`src/rtl/lic_pkg.sv`:
```
package lic_pkg;
   localparam int A_SVR   = 0;
   localparam int A_TMR   = 1;
   localparam int A_DIV   = 2;
   localparam int A_INIT  = 3;
   localparam int A_CUR   = 4;
   localparam int A_AUX0  = 5;
   localparam int BIT_EN   = 8;
   localparam int BIT_MASK = 16;
   localparam int BIT_MODE = 17;
   localparam logic [8:0] SVR_RESET = 9'h0FF;

   typedef enum logic [1:0] {
      MSG_INIT = 2'd0,
      MSG_NMI  = 2'd1,
      MSG_SMI  = 2'd2,
      MSG_SIPI = 2'd3
   } msg_e;
endpackage

```
`src/rtl/lic_prescaler.sv`:
```
module lic_prescaler #(
   parameter int DIV_W = 3
) (
   input  logic             clk,
   input  logic             rst_n,
   input  logic             restart,
   input  logic             run,
   input  logic [DIV_W-1:0] code,
   output logic             tick
);
   localparam int PW = (1 << DIV_W) - 1;

   logic [PW-1:0] pcnt_q;
   logic [PW-1:0] limit;

   assign limit = PW'((33'd1 << code) - 33'd1);
   assign tick  = run && !restart && (pcnt_q >= limit);

   always_ff @(posedge clk) begin
      if (!rst_n || restart || !run) begin
         pcnt_q <= '0;
      end else if (pcnt_q >= limit) begin
         pcnt_q <= '0;
      end else begin
         pcnt_q <= pcnt_q + 1'b1;
      end
   end

   AST_TICK_SPACING: assert property (@(posedge clk) disable iff (!rst_n)
      (tick && code != '0) |=> !tick) else $error("tick too dense");
endmodule

```
`src/rtl/lic_countdown.sv`:
```
module lic_countdown #(
   parameter int CNT_W = 32
) (
   input  logic             clk,
   input  logic             rst_n,
   input  logic             load,
   input  logic [CNT_W-1:0] load_val,
   input  logic [CNT_W-1:0] reload_val,
   input  logic             periodic,
   input  logic             tick,
   output logic [CNT_W-1:0] cur,
   output logic             running,
   output logic             expire
);
   logic [CNT_W-1:0] cur_q;
   logic             run_q;

   assign cur     = cur_q;
   assign running = run_q;
   assign expire  = !load && run_q && tick && (cur_q == CNT_W'(1));

   always_ff @(posedge clk) begin
      if (!rst_n) begin
         cur_q <= '0;
         run_q <= 1'b0;
      end else if (load) begin
         cur_q <= load_val;
         run_q <= (load_val != '0);
      end else if (run_q && tick) begin
         if (cur_q == CNT_W'(1)) begin
            if (periodic) begin
               cur_q <= reload_val;
            end else begin
               cur_q <= '0;
               run_q <= 1'b0;
            end
         end else begin
            cur_q <= cur_q - 1'b1;
         end
      end
   end

   AST_ONESHOT_HALT: assert property (@(posedge clk) disable iff (!rst_n)
      (expire && !periodic) |=> (cur == '0 && !running)) else $error("one-shot did not halt");
   AST_STOP_ON_ZERO: assert property (@(posedge clk) disable iff (!rst_n)
      (load && load_val == '0) |=> (!running && cur == '0)) else $error("zero load kept running");
endmodule

```
`src/rtl/lic_sysmsg.sv`:
```
module lic_sysmsg #(
   parameter bit REG_OUT = 1'b1
) (
   input  logic        clk,
   input  logic        rst_n,
   input  logic        msg_valid,
   input  logic [1:0]  msg_type,
   input  logic [7:0]  msg_vec,
   output logic        core_init,
   output logic        core_nmi,
   output logic        core_smi,
   output logic        core_sipi,
   output logic [7:0]  core_sipi_vec
);
   import lic_pkg::*;

   logic [3:0] dec;
   always_comb begin
      dec = '0;
      if (msg_valid) begin
         case (msg_e'(msg_type))
            MSG_INIT: dec[0] = 1'b1;
            MSG_NMI:  dec[1] = 1'b1;
            MSG_SMI:  dec[2] = 1'b1;
            MSG_SIPI: dec[3] = 1'b1;
            default:  dec = '0;
         endcase
      end
   end

   generate
      if (REG_OUT) begin : g_reg
         logic [3:0] pulse_q;
         logic [7:0] vec_q;
         always_ff @(posedge clk) begin
            if (!rst_n) begin
               pulse_q <= '0;
               vec_q   <= '0;
            end else begin
               pulse_q <= dec;
               if (dec[3]) vec_q <= msg_vec;
            end
         end
         assign {core_sipi, core_smi, core_nmi, core_init} = pulse_q;
         assign core_sipi_vec = vec_q;

         AST_MSG_ONEHOT: assert property (@(posedge clk) disable iff (!rst_n)
            msg_valid |=> $countones({core_init, core_nmi, core_smi, core_sipi}) == 1)
            else $error("system message lost");
      end else begin : g_comb
         assign {core_sipi, core_smi, core_nmi, core_init} = dec;
         assign core_sipi_vec = msg_vec;
      end
   endgenerate
endmodule

```
`src/rtl/lic_timer.sv`:
```
module lic_timer #(
   parameter int CNT_W   = 32,
   parameter int DIV_W   = 3,
   parameter int NUM_AUX = 2,
   parameter int ADDR_W  = 4
) (
   input  logic              clk,
   input  logic              rst_n,
   input  logic              bus_wr,
   input  logic [ADDR_W-1:0] bus_addr,
   input  logic [31:0]       bus_wdata,
   output logic [31:0]       bus_rdata,
   input  logic              irq_ack,
   output logic              irq_pend,
   output logic [7:0]        irq_vec,
   input  logic              msg_valid,
   input  logic [1:0]        msg_type,
   input  logic [7:0]        msg_vec,
   output logic              core_init,
   output logic              core_nmi,
   output logic              core_smi,
   output logic              core_sipi,
   output logic [7:0]        core_sipi_vec
);
   import lic_pkg::*;

   localparam int NUM_REGS = A_AUX0 + NUM_AUX;

   generate
      if (CNT_W < 2 || CNT_W > 32) begin : g_bad_cnt
         $error("CNT_W must lie in 2..32");
      end
      if (DIV_W < 1 || DIV_W > 3) begin : g_bad_div
         $error("DIV_W must lie in 1..3");
      end
      if (NUM_AUX < 1 || NUM_REGS > (1 << ADDR_W)) begin : g_bad_map
         $error("register map does not fit ADDR_W");
      end
   endgenerate

   // ---------------- register state ----------------
   logic [8:0]       svr_q;
   logic [7:0]       tmr_vec_q;
   logic             tmr_mask_q;
   logic             tmr_mode_q;
   logic [DIV_W-1:0] div_q;
   logic [CNT_W-1:0] init_q;
   logic [7:0]       aux_vec_q  [NUM_AUX];
   logic             aux_mask_q [NUM_AUX];

   logic sw_en;
   logic tmr_mask_eff;
   assign sw_en        = svr_q[BIT_EN];
   assign tmr_mask_eff = tmr_mask_q | ~sw_en;

   function automatic logic hit(input logic [ADDR_W-1:0] a, input int idx);
      return a == ADDR_W'(idx);
   endfunction

   logic wr_init;
   assign wr_init = bus_wr && hit(bus_addr, A_INIT);

   always_ff @(posedge clk) begin
      if (!rst_n) begin
         svr_q      <= SVR_RESET;
         tmr_vec_q  <= '0;
         tmr_mask_q <= 1'b1;
         tmr_mode_q <= 1'b0;
         div_q      <= '0;
         init_q     <= '0;
      end else begin
         if (bus_wr && hit(bus_addr, A_SVR)) svr_q <= bus_wdata[8:0];
         if (bus_wr && hit(bus_addr, A_TMR)) begin
            tmr_vec_q  <= bus_wdata[7:0];
            tmr_mode_q <= bus_wdata[BIT_MODE];
            tmr_mask_q <= bus_wdata[BIT_MASK] | ~sw_en;
         end else if (!sw_en) begin
            tmr_mask_q <= 1'b1;
         end
         if (bus_wr && hit(bus_addr, A_DIV)) div_q <= bus_wdata[DIV_W-1:0];
         if (wr_init) init_q <= bus_wdata[CNT_W-1:0];
      end
   end

   genvar gi;
   generate
      for (gi = 0; gi < NUM_AUX; gi++) begin : g_aux
         always_ff @(posedge clk) begin
            if (!rst_n) begin
               aux_vec_q[gi]  <= '0;
               aux_mask_q[gi] <= 1'b1;
            end else if (bus_wr && hit(bus_addr, A_AUX0 + gi)) begin
               aux_vec_q[gi]  <= bus_wdata[7:0];
               aux_mask_q[gi] <= bus_wdata[BIT_MASK] | ~sw_en;
            end else if (!sw_en) begin
               aux_mask_q[gi] <= 1'b1;
            end
         end

         AST_AUX_MASK_HELD: assert property (@(posedge clk) disable iff (!rst_n)
            !sw_en |=> aux_mask_q[gi]) else $error("aux mask cleared while disabled");
      end
   endgenerate

   // ---------------- timer datapath ----------------
   logic             tick;
   logic [CNT_W-1:0] cur;
   logic             running;
   logic             expire;

   lic_prescaler #(.DIV_W(DIV_W)) u_pre (
      .clk     (clk),
      .rst_n   (rst_n),
      .restart (wr_init),
      .run     (running),
      .code    (div_q),
      .tick    (tick)
   );

   lic_countdown #(.CNT_W(CNT_W)) u_cnt (
      .clk        (clk),
      .rst_n      (rst_n),
      .load       (wr_init),
      .load_val   (bus_wdata[CNT_W-1:0]),
      .reload_val (init_q),
      .periodic   (tmr_mode_q),
      .tick       (tick),
      .cur        (cur),
      .running    (running),
      .expire     (expire)
   );

   // ---------------- pending request ----------------
   logic       pend_q;
   logic [7:0] pvec_q;
   always_ff @(posedge clk) begin
      if (!rst_n) begin
         pend_q <= 1'b0;
         pvec_q <= '0;
      end else if (expire && !tmr_mask_eff) begin
         pend_q <= 1'b1;
         pvec_q <= tmr_vec_q;
      end else if (irq_ack) begin
         pend_q <= 1'b0;
      end
   end
   assign irq_pend = pend_q;
   assign irq_vec  = pvec_q;

   // ---------------- system messages ----------------
   lic_sysmsg #(.REG_OUT(1'b1)) u_msg (
      .clk           (clk),
      .rst_n         (rst_n),
      .msg_valid     (msg_valid),
      .msg_type      (msg_type),
      .msg_vec       (msg_vec),
      .core_init     (core_init),
      .core_nmi      (core_nmi),
      .core_smi      (core_smi),
      .core_sipi     (core_sipi),
      .core_sipi_vec (core_sipi_vec)
   );

   // ---------------- read mux ----------------
   always_comb begin
      bus_rdata = '0;
      if (hit(bus_addr, A_SVR)) begin
         bus_rdata = {23'd0, svr_q};
      end else if (hit(bus_addr, A_TMR)) begin
         bus_rdata = {14'd0, tmr_mode_q, tmr_mask_eff, 8'd0, tmr_vec_q};
      end else if (hit(bus_addr, A_DIV)) begin
         bus_rdata = 32'(div_q);
      end else if (hit(bus_addr, A_INIT)) begin
         bus_rdata = 32'(init_q);
      end else if (hit(bus_addr, A_CUR)) begin
         bus_rdata = 32'(cur);
      end else begin
         for (int i = 0; i < NUM_AUX; i++) begin
            if (hit(bus_addr, A_AUX0 + i)) begin
               bus_rdata = {15'd0, aux_mask_q[i] | ~sw_en, 8'd0, aux_vec_q[i]};
            end
         end
      end
   end

   logic unused_wdata;
   assign unused_wdata = ^bus_wdata;

   // ---------------- assertions ----------------
   AST_RESET_MASKED: assert property (@(posedge clk)
      $rose(rst_n) |-> (tmr_mask_q && !sw_en)) else $error("reset state wrong");
   AST_TMR_MASK_HELD: assert property (@(posedge clk) disable iff (!rst_n)
      !sw_en |=> tmr_mask_q) else $error("timer mask cleared while disabled");
   AST_NO_MASKED_IRQ: assert property (@(posedge clk) disable iff (!rst_n)
      (expire && tmr_mask_eff && !irq_pend) |=> !irq_pend) else $error("masked expiry delivered");
   AST_PEND_HELD: assert property (@(posedge clk) disable iff (!rst_n)
      (irq_pend && !irq_ack) |=> (irq_pend && $stable(irq_vec)) || $past(expire)) else $error("pending dropped");
   AST_CUR_BOUND: assert property (@(posedge clk) disable iff (!rst_n)
      cur <= init_q) else $error("count above initial value");
endmodule

```
`config.mk`:
```
export PLATFORM = sky130hd
export DESIGN_NAME = lic_timer
export DESIGN_NICKNAME = d
export VERILOG_FILES = /design/src/rtl/lic_pkg.sv /design/src/rtl/lic_prescaler.sv /design/src/rtl/lic_countdown.sv /design/src/rtl/lic_sysmsg.sv /design/src/rtl/lic_timer.sv
export SDC_FILE = /design/constraint.sdc
export NUM_CORES = 1
export LEC_CHECK = 0
export ABC_CLOCK_PERIOD_IN_PS = 2600
export BUFFER_PORTS_ARGS = -buffer_cell sky130_fd_sc_hd__clkbuf_2
export CAP_MARGIN = 40
export CORE_ASPECT_RATIO = 0.7
export CORE_MARGIN = 1
export CORE_UTILIZATION = 24
export DETAILED_ROUTE_END_ITERATION = 8
export HOLD_SLACK_MARGIN = 0.06
export PLACE_DENSITY = 0.49
export SLEW_MARGIN = 20
export SYNTH_ARGS = -nofsm -noshare
export SYNTH_HDL_FRONTEND = slang
export SYNTH_SLANG_ARGS = --single-unit
```
`constraint.sdc`:
```
create_clock -name clk -period 2.6 [get_ports clk]
set_clock_uncertainty 0.15 [all_clocks]
set_input_delay 0.39 -clock clk [delete_from_list [all_inputs] [get_ports clk]]
set_output_delay 0.39 -clock clk [all_outputs]
set_load 0.1 [all_outputs]
```
==> run summary <==
- 30.0% — share of total power consumed by net switching
- 2951 — final-layout fill cell count
- 914 — syn_nets
- 17 — Num CTS Buffers
- 0.407 mV — Max IR drop VDD
- 0.00180 W — net switching power of the design
- 0 — remaining global-route overflow
- buf_4, or4_4, or4_4, buf_4, nor3_1, a221o_1, a32o_1 — chain of cells forming the critical path
- flip-flop — launching element type of the critical path
- 0.0288 mm2 — area of the core
- 29.6% — fraction of final layout cells sized beyond drive strength 1
- 52 — number of standard-cell rows in the floorplan
- 430 ps — source-to-sink clock delay at the later pin of the worst-skew pair
- 133 — Clock Sink Count
- 7253 — total number of vias
- DRC — violations in the final reports
- 0 — max-cap violations
- 3 — DRC
- 2740 ps — Crit path arrival time
- 60.5% — Max transition margin
- 103 — IO buf count
- 0.00703 mm2 — combined area of all synthesized cells
- 26600 um — WL final
- sky130_fd_sc_hd__clkbuf_16 — CTS root buffer
- flip-flop — kind of capture point of the worst setup path
- 0 — Hold Fails Final Rpt
- 0.899 — global placement routability congestion
- 18 — Post-synth EDFFs
- flip-flop to flip-flop — path type of the worst setup path
- primary input to flip-flop — path category of the worst min-delay check
- 0 — Max Transition Viols Final
- 4.10 nW — Static Leakage
- 21.7% — relative contribution of combinational cells to total power
- 0 — number of antenna-violating nets in the routed design
- 0.0300 mm2 — die area
- 18.2% — GRT Overall Usage
- 0.00420 W — P_int
- 8.24 um2 — average footprint of a synthesized cell
- 5.08 — vias per cell
- sky130_fd_sc_hd__or4_4 — slowest cell on the critical path
- 41800 um — wire length of the first global-routing pass
- 145 um — die height
- 40.4% — Seq/Total Area, Yosys
- 1427 — final std cells w/o fill
- sky130_fd_sc_hd__dfxtp_1 — most used flip-flop cell after synthesis
- 207 um — floorplan die width
- 560 ps — stage delay of the slowest cell on the critical path
- 2 — sum of buffers and inverters on the critical path
- 593 mW/mm2 — power density over cell area
- 96.6% — post-route fraction of the period consumed by the critical path
- 1097 — final-stage net count
- 587 ps — actual slew at the worst max-slew pin
- 7 — maximum fanout along the worst path
- 0 — initial antenna violation count
- 0 — yosys warns
- 2510 ps — final period demand of the worst path
- 0% — async set-reset flop share out of synthesis
- 2 — Bufs on Longest Clock Path
- finished, violations left — outcome
- -25.2 ps — Post-Place Worst Slack
- 0 — number of setup violations in the final report
- 36.3% — part of the total power dissipated in sequential elements
- 0.00601 W — Total Power
- 18.6 um — post-DR wirelength/cell
- 24.4% — initial core utilization
- 19200 um — detailed-placement wirelength estimate
- done — TritonCTS clock tree
- sky130_fd_sc_hd__nand2_1 (137), sky130_fd_sc_hd__dfxtp_1 (115), sky130_fd_sc_hd__buf_4 (96) — most used cells in the layout excluding fill and tap cells
- 2830 ps — Worst EP required
- sky130_fd_sc_hd__nand2_1 — leading cell type in the layout, fill and taps excluded
- 4 — CTS H-Tree Depth
- 608 — violation count after the first detailed-routing iteration
- 0 — number of antenna cells inserted
- 1371 — number of cells after detailed placement
- 61 — largest net degree at the start of global routing
- 89.1 ps — setup ws final
- 398 MHz — maximum clock rate
- 70 ps — clock transition at the registers of the reported paths
- 70 — synth unique cells
- 133 — synthesis-stage register bit count
- 853 — number of instances in the synthesized netlist
- 7 — first-pass iteration count of the detailed router
- 104 — number of placed I/O pins
- 0.0101 mm2 — Finished Cell Area
- 42.0% — Clock Power Share
- 44.0% — Area growth, synth to finish
- 0.00918 mm2 — placed cell area
- simple AND/OR/NAND/NOR gates — gate family responsible for the most delay along the worst path
- 7148 — via count of the first global-routing pass
==> routing by layer <==
layer / part of all wire (%) / up-vias / wire (um) / track usage, %
met2: 43 / 225 / 11400 / 26.1
li1: - / 3498 / - / -
met4: 1.4 / 0 / 369 / 4.85
met5: 0 / - / 0 / 0
met3: 6.6 / 24 / 1770 / 3.89
met1: 49 / 3506 / 13000 / 27.2
==> flip-flops by register name, summed over array words and instances, names as in the netlist, 2 cells and up <==
register	flops
aux_vec_q	16
tmr_vec_q	8
irq_vec	8
u_msg.g_reg.pulse_q	4
svr_q	9
u_msg.core_sipi_vec	8
u_pre.pcnt_q	7
init_q	32
u_cnt.cur	32
div_q	3
aux_mask_q	2
==> timing repair <==
action / CTS / global route
gates resized for setup: 3 / 26
hold buffers: 19 / 0
pin swaps: 3 / 9
buffers inserted: 2 / 2
endpoints found under the hold margin: 19 / 0
setup endpoints to repair: 12 / 38
gates cloned: 1 / 0
==> area by class of cell <==
type	count	area, um2	area share [%]
clock buffer	20	468	4.62
clock inverter	12	141	1.40
inverter	13	48.8	0.482
multi-input combinational	648	4110	40.6
sequential	133	2840	28.1
tap	378	473	4.67
timing repair buffer	223	2030	20.1
==> synth_stat cells, types with 15 or more instances <==
master                     number  area (um2)
sky130_fd_sc_hd__a21oi_1       73         365
sky130_fd_sc_hd__a22o_1        21         184
sky130_fd_sc_hd__and2_1        20         125
sky130_fd_sc_hd__and3_1        16         100
sky130_fd_sc_hd__buf_1         15        56.3
sky130_fd_sc_hd__clkbuf_1      36         135
sky130_fd_sc_hd__dfxtp_1      115        2300
sky130_fd_sc_hd__edfxtp_1      18         541
sky130_fd_sc_hd__mux2i_1       24         240
sky130_fd_sc_hd__nand2_1      140         526
sky130_fd_sc_hd__nand3_1       29         145
sky130_fd_sc_hd__nor2_1        69         259
sky130_fd_sc_hd__nor3_1        18        90.1
sky130_fd_sc_hd__nor4_1        19         119
sky130_fd_sc_hd__o21ai_0       28         140
sky130_fd_sc_hd__o22ai_1       15        93.8
==> power groups by stage <==
stage	logic [W]	clock network, W	registers [W]
2_1_floorplan	0.000724	0	0.00225
3_3_place_gp	0.00124	0	0.00222
3_5_place_dp	0.00123	0	0.00222
4_1_cts	0.00127	0.00257	0.00218
5_1_grt	0.00140	0.00267	0.00218
6_report	0.00130	0.00252	0.00218
==> logic make-up after synthesis <==
logic type                 Yosys count  share of synthesized area (%)
xor gates and xnor gates            13                           1.62
muxes                               27                           4.22
and+or+nand+nor                    373                           26.0
DFF                                133                           40.4
buffers and inverters               73                           4.50
adders and majority gates           10                           1.78
AOI/OAI and AO/OA                  224                           21.4
==> final timing paths <==
kind                                                          start                                  end  slack, ps  cells past startpoint
worst max register to register            u_cnt.cur[1]$_SDFFE_PN0P_           u_cnt.cur[13]$_SDFFE_PN0P_         90                      7
worst max-delay path                      u_cnt.cur[1]$_SDFFE_PN0P_           u_cnt.cur[13]$_SDFFE_PN0P_         90                      7
worst min-delay path                                  bus_wdata[18]              init_q[18]$_SDFFE_PN0P_         70                      3
worst min register to register  u_msg.core_sipi_vec[6]$_SDFFE_PN0P_  u_msg.core_sipi_vec[6]$_SDFFE_PN0P_        310                      2
==> tightest hold or removal path, stage by stage <==
cell	delay, ps
sky130_fd_sc_hd__clkbuf_2	110
sky130_fd_sc_hd__nand2_1	60
sky130_fd_sc_hd__a21oi_1	50
==> metrics by stage <==
stage	TNS, ps	hold WS [ps]	util, %
floorplan	-1410	276	-
global route	-2.75	66.9	35.1
global placement	-53.9	293	31.8
detailed placement	-50.3	299	31.8
CTS	0	61.8	34.7
finish	0	71.7	35.1
No activity file was read; power rests on OpenSTA's default activity.
